$ cat config.mk
export PLATFORM = sky130hd
export DESIGN_NAME = therm_bridge
export DESIGN_NICKNAME = d
export VERILOG_FILES = /design/src/rtl/therm_pkg.sv /design/src/rtl/therm_ctrl_port.sv /design/src/rtl/therm_serial_engine.sv /design/src/rtl/therm_sensor_bank.sv /design/src/rtl/therm_bridge.sv
export SDC_FILE = /design/constraint.sdc
export NUM_CORES = 1
export LEC_CHECK = 0
export BUFFER_PORTS_ARGS = -buffer_cell sky130_fd_sc_hd__buf_4
export CAP_MARGIN = 40
export CELL_PAD_IN_SITES_DETAIL_PLACEMENT = 2
export CELL_PAD_IN_SITES_GLOBAL_PLACEMENT = 2
export CORE_ASPECT_RATIO = 0.8
export CORE_MARGIN = 1.5
export CORE_UTILIZATION = 36
export CTS_BUF_LIST = sky130_fd_sc_hd__clkbuf_8
export DETAILED_ROUTE_END_ITERATION = 16
export GPL_TIMING_DRIVEN = 0
export PLACE_DENSITY = 0.83
export SYNTH_ARGS = -nofsm -noshare
export SYNTH_HDL_FRONTEND = slang
export SYNTH_HIERARCHICAL = 1
export SYNTH_SLANG_ARGS = --single-unit
$ cat constraint.sdc
create_clock -name clk -period 6 [get_ports clk]
set_input_delay 0.6 -clock clk [delete_from_list [all_inputs] [get_ports clk]]
set_output_delay 0.6 -clock clk [all_outputs]
set_load 0.02 [all_outputs]
$ cat src/rtl/therm_pkg.sv
package therm_pkg;

  localparam int BUS_W = 8;

  // register addresses
  localparam logic [1:0] A_CTRL = 2'd0;
  localparam logic [1:0] A_WDAT = 2'd1;
  localparam logic [1:0] A_RDAT = 2'd2;

  // control register values
  localparam logic [BUS_W-1:0] CTRL_SER_RESET = 8'h01;
  localparam logic [BUS_W-1:0] CTRL_CLK_LO    = 8'h02;
  localparam logic [BUS_W-1:0] CTRL_CLK_HI    = 8'h03;

  // data-write register values
  localparam logic [BUS_W-1:0] DW_HIGH      = 8'h01;
  localparam logic [BUS_W-1:0] DW_ENABLE_RD = 8'h80;

  // command codes
  localparam logic [7:0] CMD_RD_TEMP = 8'hAA;
  localparam logic [7:0] CMD_RD_CFG  = 8'hAC;
  localparam logic [7:0] CMD_CONVERT = 8'hEE;

  typedef enum logic [1:0] {
    ARM_NONE = 2'd0,
    ARM_TEMP = 2'd1,
    ARM_CFG  = 2'd2
  } arm_e;

  function automatic int max3(input int a, input int b, input int c);
    int m;
    m = (a > b) ? a : b;
    return (m > c) ? m : c;
  endfunction

  // the bit position is the last one of a sequence of length len
  function automatic logic is_last_pos(input int pos, input int len);
    return (pos + 1) >= len;
  endfunction

endpackage

$ cat src/rtl/therm_ctrl_port.sv
module therm_ctrl_port
  import therm_pkg::*;
(
  input  logic             clk,
  input  logic             rst_n,
  input  logic             ctrl_we,
  input  logic [BUS_W-1:0] ctrl_val,
  output logic             clk_low_q,
  output logic             clear_req
);

  assign clear_req = ctrl_we && (ctrl_val == CTRL_SER_RESET);

  always_ff @(posedge clk) begin
    if (!rst_n) begin
      clk_low_q <= 1'b0;
    end else if (ctrl_we) begin
      if (ctrl_val == CTRL_CLK_LO)      clk_low_q <= 1'b1;
      else if (ctrl_val == CTRL_CLK_HI) clk_low_q <= 1'b0;
    end
  end

endmodule

$ cat src/rtl/therm_serial_engine.sv
module therm_serial_engine
  import therm_pkg::*;
#(
  parameter int CMD_W   = 8,
  parameter int DWORD_W = 16,
  parameter int TEMP_W  = 9,
  parameter int CFG_W   = 8,
  parameter int POS_W   = 5
) (
  input  logic               clk,
  input  logic               rst_n,
  input  logic               ctrl_clear,
  input  logic               dw_we,
  input  logic [BUS_W-1:0]   dw_val,
  input  logic               clk_low,
  input  logic               rd_strobe,
  output arm_e               arm,
  output logic [POS_W-1:0]   bit_pos,
  output logic [DWORD_W-1:0] word_q,
  output logic               clear_all,
  output logic               rd_bad
);

  localparam int CPOS_W = $clog2(CMD_W + 1);

  logic [CMD_W-1:0]  cmd_q;
  logic [CMD_W-1:0]  cmd_nxt;
  logic [CPOS_W-1:0] cpos_q;
  logic [POS_W-1:0]  pos_q;

  logic is_enable, is_high, shift_go, cmd_done;
  logic cmd_step, data_step, conv_hit;
  logic rd_ok, rd_last;
  int   rd_len;

  assign is_enable = (dw_val == DW_ENABLE_RD);
  assign is_high   = (dw_val == DW_HIGH);
  assign cmd_done  = (cpos_q == CPOS_W'(CMD_W));
  assign shift_go  = dw_we && !is_enable && clk_low;
  assign cmd_step  = shift_go && !cmd_done;
  assign data_step = shift_go && cmd_done;

  // command word with the incoming bit placed at the current position
  assign cmd_nxt = cmd_q | (CMD_W'(is_high) << cpos_q);

  assign conv_hit = cmd_step && (cpos_q == CPOS_W'(CMD_W - 1))
                    && (cmd_nxt == CMD_W'(CMD_CONVERT));

  always_comb begin
    arm = ARM_NONE;
    if (cmd_done) begin
      if (cmd_q == CMD_W'(CMD_RD_TEMP))     arm = ARM_TEMP;
      else if (cmd_q == CMD_W'(CMD_RD_CFG)) arm = ARM_CFG;
    end
  end

  always_comb begin
    rd_len = (arm == ARM_TEMP) ? TEMP_W : CFG_W;
  end

  assign rd_ok     = rd_strobe && (arm != ARM_NONE);
  assign rd_bad    = rd_strobe && (arm == ARM_NONE);
  assign rd_last   = rd_ok && is_last_pos(int'(pos_q), rd_len);
  assign clear_all = ctrl_clear || conv_hit || rd_last;

  always_ff @(posedge clk) begin
    if (!rst_n || clear_all) begin
      cmd_q  <= '0;
      cpos_q <= '0;
      pos_q  <= '0;
      word_q <= '0;
    end else begin
      if (cmd_step) begin
        cmd_q  <= cmd_nxt;
        cpos_q <= cpos_q + 1'b1;
      end
      if (dw_we && is_enable) begin
        pos_q <= '0;
      end
      if (data_step && (int'(pos_q) < DWORD_W)) begin
        word_q <= word_q | (DWORD_W'(is_high) << pos_q);
        pos_q  <= pos_q + 1'b1;
      end
      if (rd_ok) begin
        pos_q <= pos_q + 1'b1;
      end
    end
  end

  assign bit_pos = pos_q;

endmodule

$ cat src/rtl/therm_sensor_bank.sv
module therm_sensor_bank
  import therm_pkg::*;
#(
  parameter int                        NUM_SENSORS = 4,
  parameter int                        TEMP_W      = 9,
  parameter int                        CFG_W       = 8,
  parameter int                        POS_W       = 5,
  parameter logic [NUM_SENSORS*TEMP_W-1:0] TEMP_INIT = {NUM_SENSORS{9'd44}},
  parameter logic [NUM_SENSORS*CFG_W-1:0]  CFG_INIT  = {NUM_SENSORS{8'h02}}
) (
  input  logic                   clk,
  input  logic                   rst_n,
  input  arm_e                   arm,
  input  logic [POS_W-1:0]       bit_pos,
  output logic [NUM_SENSORS-1:0] lane_bits
);

  logic in_temp, in_cfg;
  assign in_temp = (arm == ARM_TEMP) && (int'(bit_pos) < TEMP_W);
  assign in_cfg  = (arm == ARM_CFG)  && (int'(bit_pos) < CFG_W);

  for (genvar i = 0; i < NUM_SENSORS; i++) begin : g_sensor
    logic [TEMP_W-1:0] temp_q;
    logic [CFG_W-1:0]  cfg_q;
    logic [TEMP_W-1:0] temp_sh;
    logic [CFG_W-1:0]  cfg_sh;

    always_ff @(posedge clk) begin
      if (!rst_n) begin
        temp_q <= TEMP_INIT[i*TEMP_W +: TEMP_W];
        cfg_q  <= CFG_INIT[i*CFG_W +: CFG_W];
      end else begin
        temp_q <= temp_q;
        cfg_q  <= cfg_q;
      end
    end

    assign temp_sh      = temp_q >> bit_pos;
    assign cfg_sh       = cfg_q >> bit_pos;
    assign lane_bits[i] = in_temp ? temp_sh[0] : (in_cfg ? cfg_sh[0] : 1'b0);
  end

endmodule

$ cat src/rtl/therm_bridge.sv
module therm_bridge
  import therm_pkg::*;
#(
  parameter int NUM_SENSORS = 4,
  parameter int CMD_W       = 8,
  parameter int TEMP_W      = 9,
  parameter int CFG_W       = 8,
  parameter int DWORD_W     = 16,
  parameter logic [NUM_SENSORS*TEMP_W-1:0] TEMP_INIT = {NUM_SENSORS{9'd44}},
  parameter logic [NUM_SENSORS*CFG_W-1:0]  CFG_INIT  = {NUM_SENSORS{8'h02}}
) (
  input  logic               clk,
  input  logic               rst_n,
  input  logic               bus_wr,
  input  logic               bus_rd,
  input  logic [1:0]         bus_addr,
  input  logic [BUS_W-1:0]   bus_wdata,
  output logic [BUS_W-1:0]   bus_rdata,
  output logic               bus_rvalid,
  output logic               unk_cmd,
  output logic [DWORD_W-1:0] data_word
);

  localparam int POS_W = $clog2(max3(DWORD_W, TEMP_W, CFG_W) + 1);

  // named internal events
  logic acc_wr, ctrl_we, dw_we, rd_strobe;
  logic clk_low_q, clear_req, ser_clear, rd_bad;
  arm_e arm;
  logic [POS_W-1:0]       bit_pos;
  logic [NUM_SENSORS-1:0] lane_bits;
  logic [BUS_W-1:0]       rd_word;

  assign acc_wr    = bus_wr && !bus_rd;
  assign ctrl_we   = acc_wr && (bus_addr == A_CTRL);
  assign dw_we     = acc_wr && (bus_addr == A_WDAT);
  assign rd_strobe = bus_rd && (bus_addr == A_RDAT);

  therm_ctrl_port u_ctrl (
    .clk       (clk),
    .rst_n     (rst_n),
    .ctrl_we   (ctrl_we),
    .ctrl_val  (bus_wdata),
    .clk_low_q (clk_low_q),
    .clear_req (clear_req)
  );

  therm_serial_engine #(
    .CMD_W   (CMD_W),
    .DWORD_W (DWORD_W),
    .TEMP_W  (TEMP_W),
    .CFG_W   (CFG_W),
    .POS_W   (POS_W)
  ) u_engine (
    .clk        (clk),
    .rst_n      (rst_n),
    .ctrl_clear (clear_req),
    .dw_we      (dw_we),
    .dw_val     (bus_wdata),
    .clk_low    (clk_low_q),
    .rd_strobe  (rd_strobe),
    .arm        (arm),
    .bit_pos    (bit_pos),
    .word_q     (data_word),
    .clear_all  (ser_clear),
    .rd_bad     (rd_bad)
  );

  therm_sensor_bank #(
    .NUM_SENSORS (NUM_SENSORS),
    .TEMP_W      (TEMP_W),
    .CFG_W       (CFG_W),
    .POS_W       (POS_W),
    .TEMP_INIT   (TEMP_INIT),
    .CFG_INIT    (CFG_INIT)
  ) u_bank (
    .clk       (clk),
    .rst_n     (rst_n),
    .arm       (arm),
    .bit_pos   (bit_pos),
    .lane_bits (lane_bits)
  );

  always_comb begin
    rd_word = '0;
    rd_word[NUM_SENSORS-1:0] = lane_bits;
  end

  always_ff @(posedge clk) begin
    if (!rst_n) begin
      bus_rvalid <= 1'b0;
      bus_rdata  <= '0;
      unk_cmd    <= 1'b0;
    end else begin
      bus_rvalid <= bus_rd;
      bus_rdata  <= rd_strobe ? rd_word : '0;
      if (rd_bad) unk_cmd <= 1'b1;
    end
  end

endmodule

==> flow_metrics.env <==
export IMPL_status="complete, no violations"
export IMPL_rows=24
export IMPL_worstSetupStartpointType="flop"
export IMPL_routed_wl_mm=6.437
export IMPL_core_area_mm2=0.005465
export IMPL_ir_drop_mv=0.1053
export IMPL_drt_iter0_markers=54
export IMPL_stdcell_area_mm2=0.002520
export IMPL_whs_path_depth=1
export IMPL_end_kind="flop"
export IMPL_drt_first_pass_iters=4
export IMPL_hpwlAfterDp_mm=4.941
export IMPL_critPathKind="reg2reg"
export IMPL_vias=1944
export IMPL_final_max_slew_viol_count=0
export IMPL_setup_slack_ns=2.715
export IMPL_cts_tree="done"
export IMPL_drv_cap=0
export IMPL_io_pins=40
export IMPL_placed_cell_area_mm2=0.002409
export IMPL_clock_sinks=40
export IMPL_hold_viol_final=0
export IMPL_cp_required_ns=6.22
export IMPL_root_buffer="clkbuf_8"
export IMPL_path_clk_slew_ns=0.09
export IMPL_rsz0062_at_grt="no"
export IMPL_cts_buffers=5
export IMPL_avgSynthCellArea_um2=8.780
export IMPL_ys_warn_count=6
export IMPL_ant_nets=0
export IMPL_relSlewSlack=0.4518
export IMPL_worstPathCellList="inv_1 -> ha_1 -> nand3b_4 -> or4_1 -> nor3b_1 -> ha_1 -> nor3b_1 -> o211ai_1 -> a31oi_1 -> nand2_1 -> buf_4 -> buf_6 -> nor2_1"
export IMPL_grt_pass1_vias=2063
export IMPL_power_density_mw_per_mm2=207.3
export IMPL_cts_resized=0
export IMPL_initial_core_util=0.3727
export IMPL_via_per_inst=5.461
export IMPL_post_cts_setup_buffers=0
export IMPL_fin_tns_setup_ns=0
export IMPL_cp_slowest_cell="or4_1"
export IMPL_timing_hold_ws_ns=0.4785
export IMPL_crit_fanout=10
export IMPL_fin_crit_sh=0.5474
export IMPL_final_nets=295
export IMPL_worstPathArrival_ns=3.51
export IMPL_total_power_mw=0.5224
export IMPL_max_stage_delay_ns=0.59
export IMPL_dieArea_mm2=0.006121
export IMPL_netlist_instances=232
export IMPL_fmax_mhz=304.5
export IMPL_n_fill_cell=645
export IMPL_drive_gt1_frac=0.2338
export IMPL_overflow=0
export IMPL_final_cells=356
export IMPL_dieHeight_um=70.28
export IMPL_cp_num_cells=13
export IMPL_io_buffers=35
export IMPL_insertion_delay_ns=0.30
export IMPL_hold_class="reg2reg"
export IMPL_clock_path_buffers=2
export IMPL_place_ws_ns=2.861
export IMPL_antenna_found_initial=0
export IMPL_htreeDepth=2
export IMPL_fin_crit_ns=3.285
export IMPL_routabilityCongestion=0.8247
export IMPL_critical_path_buf_inv_count=3
export IMPL_finClkSkew_ns=0.009287
export IMPL_fin_util=0.4611
export IMPL_antennaDiodeCount=0
export IMPL_leakage_nw=0.9778
export IMPL_area_delta_synth_final_pct=23.71
export IMPL_die_w_um=87.10
export IMPL_grt_pass1_wl_mm=10.62
export IMPL_track_usage=0.2270
export IMPL_cp_top_family="simple AND/OR/NAND/NOR gates"
export IMPL_wl_per_cell_um=18.08
export IMPL_grt_max_degree=14
export IMPL_hold_buffers=0
export IMPL_drc=0
export IMPL_dp_cells=348
export IMPL_synth_area_mm2=0.002037
export IMPL_reg2reg_depth=13
export IMPL_tightest_slew_ns=0.8185
export IMPL_setup_violations_final=0
==> final timing paths <==
path / endpoint / slack (ns) / startpoint
setup / recovery: u_engine/word_q[7] / 2.72 / u_engine/cpos_q[1]
hold / removal: unk_cmd / 0.48 / unk_cmd
setup reg to reg: u_engine/word_q[7] / 2.72 / u_engine/cpos_q[1]
hold reg to reg: unk_cmd / 0.48 / unk_cmd
==> power breakdown <==
group | leakage, nW | switching [mW] | internal, mW | total [mW]
Combinational | 0.601 | 0.0165 | 0.0127 | 0.0291
Sequential | 0.322 | 0.000250 | 0.266 | 0.266
Clock | 0.0541 | 0.104 | 0.123 | 0.227
Total | 0.978 | 0.121 | 0.402 | 0.522
==> cell type report <==
| class | instances | area [µm²] | share of cell area |
|---|---|---|---|
| clock buffer | 5 | 68.82 | 0.02731 |
| buffer | 13 | 87.58 | 0.03476 |
| clock inverter | 3 | 42.54 | 0.01688 |
| multi-input combinational | 179 | 1149 | 0.4558 |
| sequential | 40 | 800.8 | 0.3178 |
| timing repair buffer | 35 | 262.8 | 0.1043 |
| tap | 78 | 97.59 | 0.03873 |
| inverter | 3 | 11.26 | 0.004469 |
==> sequential cells by signal, indices dropped and copies added, names as in the netlist <==
register and flops:
unk_cmd 1, u_engine/word_q 16, bus_rdata 4, u_ctrl/clk_low_q 1
u_engine/bit_pos 5, u_engine/cmd_q 8, u_engine/cpos_q 4, bus_rvalid 1
==> routing by layer <==
metal	share of wire	track usage
met5	0	0
met4	0.020	0.07584
met3	0.026	0.04374
met2	0.49	0.3807
met1	0.46	0.2906
==> cell usage in the layout, fill, tap and decap left out, types with 2 or more instances in the layout <==
cell type	instances
buf_4	43
dfxtp_1	40
nor2_1	34
a21oi_1	27
nand2_1	13
and2_1	7
nand3_1	7
a31oi_1	6
nor2b_1	6
clkbuf_8	5
and3_1	5
nor3b_1	5
nand3b_1	5
conb_1	4
nor3_1	4
a41oi_1	4
ha_1	4
inv_1	3
nand4_1	3
nor4_1	3
nor4b_1	2
and4b_1	2
nand4b_1	2
xor2_1	2
clkbuf_1	2
o21ai_0	2
and3b_1	2
nand2b_1	2
or3_1	2
No activity file was read; power rests on OpenSTA's default activity.
